### config.mk
export PLATFORM = sky130hd
export DESIGN_NAME = pam_dual_mode_enc
export DESIGN_NICKNAME = d
export VERILOG_FILES = /design/src/rtl/pam_enc_pkg.sv /design/src/rtl/pam_pwm_edge.sv /design/src/rtl/pam_sym_map.sv /design/src/rtl/pam_level_hold.sv /design/src/rtl/pam_dual_mode_enc.sv
export SDC_FILE = /design/constraint.sdc
export NUM_CORES = 1
export LEC_CHECK = 0
export ABC_AREA = 1
export BUFFER_PORTS_ARGS = -buffer_cell sky130_fd_sc_hd__clkbuf_2
export CAP_MARGIN = 20
export CORE_AREA = 2 2 39 41
export DETAILED_ROUTE_END_ITERATION = 12
export DIE_AREA = 0 0 41 43
export GPL_TIMING_DRIVEN = 0
export MAX_ROUTING_LAYER = met4
export PLACE_DENSITY = 0.49
export REMOVE_ABC_BUFFERS = 1
export SLEW_MARGIN = 25
export SYNTH_ARGS = -nofsm -noshare
export SYNTH_HDL_FRONTEND = slang
export SYNTH_SLANG_ARGS = --single-unit
### constraint.sdc
create_clock -name clk -period 0.88 [get_ports clk]
set_input_delay 0.176 -clock clk [delete_from_list [all_inputs] [get_ports clk]]
set_output_delay 0.176 -clock clk [all_outputs]
set_load 0.02 [all_outputs]
### src/rtl/pam_enc_pkg.sv
package pam_enc_pkg;
  localparam int SYM_BITS = 3;
  localparam int DM_W     = 3;
  localparam int CM_W     = 2;

  typedef enum logic [CM_W-1:0] {
    CM_LOW  = 2'd0,
    CM_MID  = 2'd1,
    CM_HIGH = 2'd2
  } cm_lvl_e;

  typedef struct packed {
    cm_lvl_e                 cm;
    logic signed [DM_W-1:0]  dm;
  } lvl_pair_t;

  // Position along the Gray-ordered state line -> level pair.
  function automatic lvl_pair_t pos_to_pair(input logic [SYM_BITS-1:0] pos);
    lvl_pair_t p;
    case (pos)
      3'd0:    begin p.cm = CM_HIGH; p.dm = -3'sd1; end
      3'd1:    begin p.cm = CM_HIGH; p.dm =  3'sd1; end
      3'd2:    begin p.cm = CM_MID;  p.dm = -3'sd2; end
      3'd3:    begin p.cm = CM_MID;  p.dm = -3'sd1; end
      3'd4:    begin p.cm = CM_MID;  p.dm =  3'sd1; end
      3'd5:    begin p.cm = CM_MID;  p.dm =  3'sd2; end
      3'd6:    begin p.cm = CM_LOW;  p.dm = -3'sd2; end
      default: begin p.cm = CM_LOW;  p.dm =  3'sd2; end
    endcase
    return p;
  endfunction
endpackage

### src/rtl/pam_pwm_edge.sv
module pam_pwm_edge (
  input  logic clk,
  input  logic rst_n,
  input  logic pwm,
  output logic rise,
  output logic low_now
);
  logic pwm_q;

  always_ff @(posedge clk or negedge rst_n) begin
    if (!rst_n) pwm_q <= 1'b0;
    else        pwm_q <= pwm;
  end

  assign rise    = pwm & ~pwm_q;
  assign low_now = ~pwm;
endmodule

### src/rtl/pam_sym_map.sv
module pam_sym_map
  import pam_enc_pkg::*;
#(
  parameter int N = SYM_BITS
) (
  input  logic [N-1:0] data,
  output lvl_pair_t    pair
);
  logic [N-1:0] pos;

  assign pos[N-1] = data[N-1];
  generate
    for (genvar i = N - 2; i >= 0; i--) begin : g_g2b
      assign pos[i] = pos[i+1] ^ data[i];
    end
  endgenerate

  assign pair = pos_to_pair(pos);
endmodule

### src/rtl/pam_level_hold.sv
module pam_level_hold
  import pam_enc_pkg::*;
(
  input  logic                   clk,
  input  logic                   rst_n,
  input  logic                   take,
  input  logic                   idle,
  input  logic                   clear_dm,
  input  lvl_pair_t              nxt,
  output cm_lvl_e                cm,
  output logic signed [DM_W-1:0] dm
);
  always_ff @(posedge clk or negedge rst_n) begin
    if (!rst_n) begin
      cm <= CM_MID;
      dm <= '0;
    end else if (take) begin
      cm <= nxt.cm;
      dm <= nxt.dm;
    end else if (idle || clear_dm) begin
      dm <= '0;
    end
  end
endmodule

### src/rtl/pam_dual_mode_enc.sv
module pam_dual_mode_enc
  import pam_enc_pkg::*;
(
  input  logic                clk,
  input  logic                rst_n,
  input  logic                pwm,
  input  logic                sym_valid,
  output logic                sym_ready,
  input  logic [SYM_BITS-1:0] sym_data,
  output logic [CM_W-1:0]     cm_lvl,
  output logic [DM_W-1:0]     dm_code
);
  logic                   rise, low_now;
  lvl_pair_t              mapped;
  cm_lvl_e                cm_q;
  logic signed [DM_W-1:0] dm_q;

  pam_pwm_edge u_edge (
    .clk     (clk),
    .rst_n   (rst_n),
    .pwm     (pwm),
    .rise    (rise),
    .low_now (low_now)
  );

  pam_sym_map #(.N(SYM_BITS)) u_map (
    .data (sym_data),
    .pair (mapped)
  );

  pam_level_hold u_hold (
    .clk      (clk),
    .rst_n    (rst_n),
    .take     (rise & sym_valid),
    .idle     (rise & ~sym_valid),
    .clear_dm (low_now),
    .nxt      (mapped),
    .cm       (cm_q),
    .dm       (dm_q)
  );

  assign sym_ready = rise;
  assign cm_lvl    = cm_q;
  assign dm_code   = dm_q;
endmodule

# Word-level counts from Yosys, hierarchy flattened
# Cells that the tools add are included.
# op_classes
mux	3
bitwise_logic	8
n_eq_ne	6
n_reduce_logical	3
# op_table
operator	count
$pmux W5 S7	1
$eq A3 B3 Y1 const B	3
$eq A3 B2 Y1 const B	2
$mux W3	2
$and A1 B1 Y1	3
$eq A3 B1 Y1 const B	1
$logic_not A3 Y1	1
$not A1 Y1	3
$reduce_bool A2 Y1	1
$xor A1 B1 Y1	2
$logic_or A1 B1 Y1	1
# totals
in_bits	7
reg_bits	6
word_cells	23
out_inout_bits	6

# Logic depth before layout (Yosys ltp)
# depth
ltp_word	6
ltp_mapped	6
depth_no_buf	6

# Modules after synthesis
# Synthesis repeated with hierarchy kept, for this count alone.
# unflattened
cells_unflattened	42
area_unflattened_um2	311.5
# modules_own_cells
mod	area_each_um2	seq_area_each_um2	cells_each	instances
pam_level_hold	193.9	126.4	22	1
pam_sym_map	65.1	0.0	13	1
pam_pwm_edge	35.0	25.0	3	1
pam_dual_mode_enc	17.5	0.0	4	1

# Least setup slack after synthesis
# Ideal clock, no wire load.
# synth_path
kind	in2reg
from	input port sym_data[1]
to	register u_hold.dm[1]
slack_ns	0.015
n_path_buf	0
path_stages	6
required_time_ns	0.763
arrival_time_ns	0.748
setup_ns	0.117
path_cell_list	inv_1 > ha_1 > inv_1 > nand3_1 > nand3_1 > nand2_1
# synth_between
elab_chain_cells	5
word_cells_on_any_way	11
classes_between	6 x eq/ne; 2 x mux; 2 x bitwise; 1 x reduce/logical
# synth_lines
item	line_no	source
start: declaration	pam_dual_mode_enc.sv:9	input logic [SYM_BITS-1:0] sym_data,
$xor A1 B1 Y1 (*)	pam_sym_map.sv:14	assign pos[i] = pos[i+1] ^ data[i];
$xor A1 B1 Y1	pam_sym_map.sv:14	
$eq A3 B3 Y1 (tied with other cells)	pam_enc_pkg.sv:20	case (pos)
$pmux W5 S7 (*)	pam_enc_pkg.sv:20	
$mux W3 (*)	pam_level_hold.sv:17	end else if (take) begin
end signal: assignment	pam_level_hold.sv:19	dm <= nxt.dm;
end: declaration	pam_level_hold.sv:11	output logic signed [DM_W-1:0] dm
# Mark *: on every way between the ends. The rest lies on a longest branch, timed or not.
# A chain may end at the register's enable or synchronous reset.

# Final worst setup path
# layout_path
from	register u_edge.pwm_q
to	output port sym_ready
# layout_between
elab_chain_cells	2
# layout_lines
item	line_no	source
start: declaration	pam_pwm_edge.sv:8	logic pwm_q;
start signal: assignment	pam_pwm_edge.sv:12	else pwm_q <= pwm;
$not A1 Y1	pam_pwm_edge.sv:15	assign rise = pwm & ~pwm_q;
$and A1 B1 Y1	pam_pwm_edge.sv:15	
end: declaration	pam_dual_mode_enc.sv:8	output logic sym_ready,
# No other way between the ends.

==> flow_results.xml <==
<?xml version="1.0" encoding="UTF-8"?>
<metrics>
  <group name="run_status">
    <metric name="status" unit="">finished, violations left</metric>
    <metric name="violations" unit="">negative setup slack</metric>
  </group>
  <group name="job">
    <metric name="cap_viol_max_count" unit="">0</metric>
  </group>
  <group name="critical_path">
    <metric name="criticalPathCategory" unit="">flip-flop to output pin</metric>
    <metric name="timing.reg2reg.setup_slack" unit="ps">-40</metric>
    <metric name="worst_r2r_path_depth" unit="">6</metric>
    <metric name="r2r-end" unit="">u_hold.dm[1]$_DFFE_PN0P_</metric>
    <metric name="critical_path.reg2reg.startpoint" unit="">u_edge.pwm_q$_DFF_PN0_</metric>
    <metric name="worstPathMaxFanout" unit="">2</metric>
    <metric name="cp-startpoint" unit="">u_edge.pwm_q$_DFF_PN0_</metric>
    <metric name="critical_path.endpoint_type" unit="">output pin</metric>
    <metric name="critPathArrivalTime" unit="ps">910</metric>
    <metric name="startpoint_class_of_the_critical_path" unit="">flip-flop</metric>
    <metric name="timing.critical_path.to" unit="">sym_ready</metric>
    <metric name="worst_ep_required_time" unit="ps">700</metric>
  </group>
  <group name="cts">
    <metric name="worstSkewPairLatency" unit="ps">250</metric>
    <metric name="cts-root-buf" unit="">sky130_fd_sc_hd__clkbuf_4</metric>
    <metric name="tritoncts" unit="">yes</metric>
    <metric name="cts_num_sinks" unit="">6</metric>
    <metric name="max-clock-path-buffers" unit="">2</metric>
    <metric name="clkSlewWorstSetupHoldPaths" unit="ps">50</metric>
    <metric name="clock_tree.htree_level_count" unit="">1</metric>
    <metric name="number_of_clock_buffers_inserted_by_tritoncts" unit="">3</metric>
  </group>
  <group name="finish">
    <metric name="final_cell_mix" unit="">10 x sky130_fd_sc_hd__nand2_1, 8 x sky130_fd_sc_hd__buf_4, 6 x sky130_fd_sc_hd__clkbuf_2, 5 x sky130_fd_sc_hd__dfrtp_1</metric>
    <metric name="most_frequent_standard_cell_in_the_layout_excluding_fill_and_tap_cells" unit="">sky130_fd_sc_hd__nand2_1</metric>
    <metric name="drive_gt1_frac" unit="">0.578</metric>
    <metric name="filler_cell_count" unit="">145</metric>
    <metric name="syn_to_final_growth" unit="%">85.4</metric>
    <metric name="post-route-cell-area" unit="µm²">571</metric>
    <metric name="antennaDiodeCount" unit="">0</metric>
    <metric name="core_utilization_of_the_finished_layout" unit="">0.412</metric>
    <metric name="fin_nets" unit="">73</metric>
  </group>
  <group name="hold_path">
    <metric name="whs_path_depth" unit="">1</metric>
    <metric name="hold_class" unit="">input pin to flip-flop</metric>
  </group>
  <group name="placed_design">
    <metric name="placement.cell_area" unit="µm²">388</metric>
    <metric name="gp_routability_congestion" unit="">0.619</metric>
    <metric name="post-place-ws" unit="ps">-170</metric>
    <metric name="port-buffer-count" unit="">12</metric>
  </group>
  <group name="grt">
    <metric name="grt_overall_usage" unit="">0.119</metric>
    <metric name="first_pass_grt_wire_length" unit="µm">1240</metric>
    <metric name="antenna_found_initial" unit="">0</metric>
    <metric name="grt_max_degree" unit="">7</metric>
    <metric name="global_route.usage.met3" unit="">0.0314</metric>
    <metric name="grt_busiest_layer" unit="">met2</metric>
    <metric name="fraction_of_met1_tracks_used_by_global_routing" unit="">0.112</metric>
    <metric name="grt_use_met2" unit="">0.169</metric>
    <metric name="grt_overflow" unit="">0</metric>
    <metric name="first_global_vias" unit="">327</metric>
  </group>
  <group name="synth">
    <metric name="synth.yosys.seq_area_share" unit="">0.492</metric>
    <metric name="syn_avg_cell_area" unit="µm²">7.89</metric>
    <metric name="synth_warnings" unit="">0</metric>
    <metric name="register_bit_total_from_synthesis" unit="">6</metric>
    <metric name="netlist_cell_types" unit="">12</metric>
    <metric name="netlist_area" unit="µm²">308</metric>
    <metric name="synthesis.instances" unit="">39</metric>
  </group>
  <group name="floorplanning">
    <metric name="core-area" unit="mm²">0.00138</metric>
    <metric name="starting_utilization_of_the_core_area" unit="">0.222</metric>
    <metric name="fp.dieArea" unit="mm²">0.00176</metric>
    <metric name="chipHeight" unit="µm">43</metric>
    <metric name="row_count" unit="">14</metric>
    <metric name="top_level_ports" unit="">13</metric>
    <metric name="die_boundary_width" unit="µm">41</metric>
  </group>
  <group name="power">
    <metric name="vdd.ir_drop.worst" unit="mV">0.462</metric>
    <metric name="power.leakage" unit="nW">0.307</metric>
    <metric name="power.density" unit="mW/mm²">1490</metric>
  </group>
  <group name="timing">
    <metric name="minimum_clock_period_after_layout" unit="ps">1090</metric>
    <metric name="finalWorstSetupSlack" unit="ps">-210</metric>
    <metric name="slew_headroom" unit="">0.841</metric>
    <metric name="setup_repair_after_global_routing_missed_its_margin" unit="">yes</metric>
    <metric name="skew" unit="ps">2.77</metric>
    <metric name="max_slew.worst_pin.slew" unit="ps">236</metric>
    <metric name="final_setup_fails" unit="">8</metric>
    <metric name="maxSlewViolCount" unit="">0</metric>
    <metric name="final_min_period_over_clock_period" unit="">1.24</metric>
    <metric name="hold_slack" unit="ps">156</metric>
    <metric name="timing.fmax" unit="GHz">0.918</metric>
    <metric name="final_hold_viol_count" unit="">0</metric>
    <metric name="setup_tns" unit="ps">-717</metric>
  </group>
  <group name="route">
    <metric name="vias_per_cell" unit="">4.15</metric>
    <metric name="drc" unit="">0</metric>
    <metric name="dr_total_vias" unit="">332</metric>
    <metric name="drt_wl_total" unit="µm">739</metric>
    <metric name="drt_iter0_drc" unit="">2</metric>
    <metric name="detail_route.first_pass.iterations" unit="">3</metric>
    <metric name="wire_per_inst" unit="µm">9.24</metric>
    <metric name="remaining_number_of_nets_flagged_by_the_antenna_check_after_routing" unit="">0</metric>
  </group>
</metrics>
-- power breakdown --
part	leakage (nW)	switching, mW	internal (mW)
Combinational	0.216	0.120	0.132
Clock	0.0150	0.102	0.172
Sequential	0.0759	0.0176	0.307
Total	0.307	0.239	0.612
-- cell families after synthesis --
| family | count (synthesis) | synth area share |
|---|---|---|
| simple gates | 21 | 0.317 |
| buf+inv | 7 | 0.0853 |
| compound gates | 4 | 0.0650 |
| flops | 6 | 0.492 |
| fa+ha+maj | 1 | 0.0406 |
-- sequential cells by signal, indices dropped and copies added, names as in the netlist --
register and cells:
u_hold.cm 2, u_hold.dm 3, u_edge.pwm_q 1
-- repair_timing --
| item | CTS | global route |
|---|---|---|
| gates resized for setup | 10 | 18 |
| pin swaps | 0 | 3 |
| endpoints found under the hold margin | 6 | 0 |
| setup buffers | 6 | 6 |
| setup endpoints to repair | 8 | 11 |
| hold buffers | 1 | 0 |
-- synth_stat cells --
cell type / instances / area (µm²)
sky130_fd_sc_hd__dfrtp_1: 5 / 125
sky130_fd_sc_hd__dfstp_2: 1 / 26.3
sky130_fd_sc_hd__ha_1: 1 / 12.5
sky130_fd_sc_hd__inv_1: 6 / 22.5
sky130_fd_sc_hd__inv_2: 1 / 3.75
sky130_fd_sc_hd__nand2_1: 12 / 45.0
sky130_fd_sc_hd__nand2_2: 1 / 6.26
sky130_fd_sc_hd__nand3_1: 6 / 30.0
sky130_fd_sc_hd__nand3_2: 1 / 10.0
sky130_fd_sc_hd__nor2_2: 1 / 6.26
sky130_fd_sc_hd__o21ai_0: 1 / 5.00
sky130_fd_sc_hd__o21ai_1: 3 / 15.0
-- worst min-delay path by stage --
stage / slack [ps] / end / start
5_1_grt: 150 / u_edge.pwm_q$_DFF_PN0_ / pwm
4_1_cts: 120 / u_edge.pwm_q$_DFF_PN0_ / pwm
6_report: 160 / u_edge.pwm_q$_DFF_PN0_ / pwm
3_5_place_dp: 8 / u_hold.cm[1]$_DFFE_PN0P_ / rst_n
2_1_floorplan: -120 / u_edge.pwm_q$_DFF_PN0_ / rst_n
3_3_place_gp: 10 / u_hold.cm[1]$_DFFE_PN0P_ / rst_n
-- final cells by class --
class | instances | area, µm² | share of cell area
repair buffers | 21 | 178 | 0.311
flip-flops and latches | 6 | 151 | 0.265
multi-input cells | 26 | 169 | 0.296
clock buffers | 4 | 26.3 | 0.0461
well taps | 16 | 20.0 | 0.0351
inverters | 7 | 26.3 | 0.0461
-- worst max-delay path, stage by stage (launching register included) --
cell and delay (ps):
sky130_fd_sc_hd__dfrtp_1 390, sky130_fd_sc_hd__inv_2 70, sky130_fd_sc_hd__nand2_2 50, sky130_fd_sc_hd__inv_2 60, sky130_fd_sc_hd__buf_8 100
-- metrics by stage --
| stage | instances | power, mW |
|---|---|---|
| 2_1_floorplan | 39 | 0.407 |
| 3_3_place_gp | 67 | 0.467 |
| 3_5_place_dp | 67 | 0.468 |
| 4_1_cts | 78 | 0.808 |
| 5_1_grt | 80 | 0.908 |
| 6_report | 80 | 0.851 |
-- layer usage --
layer  up-vias  share of wire
met5         -              0
met4         0          0.057
met3         5          0.053
met2        14           0.48
met1       141           0.41
li1        172              -
(Power assumes the default switching activity.)
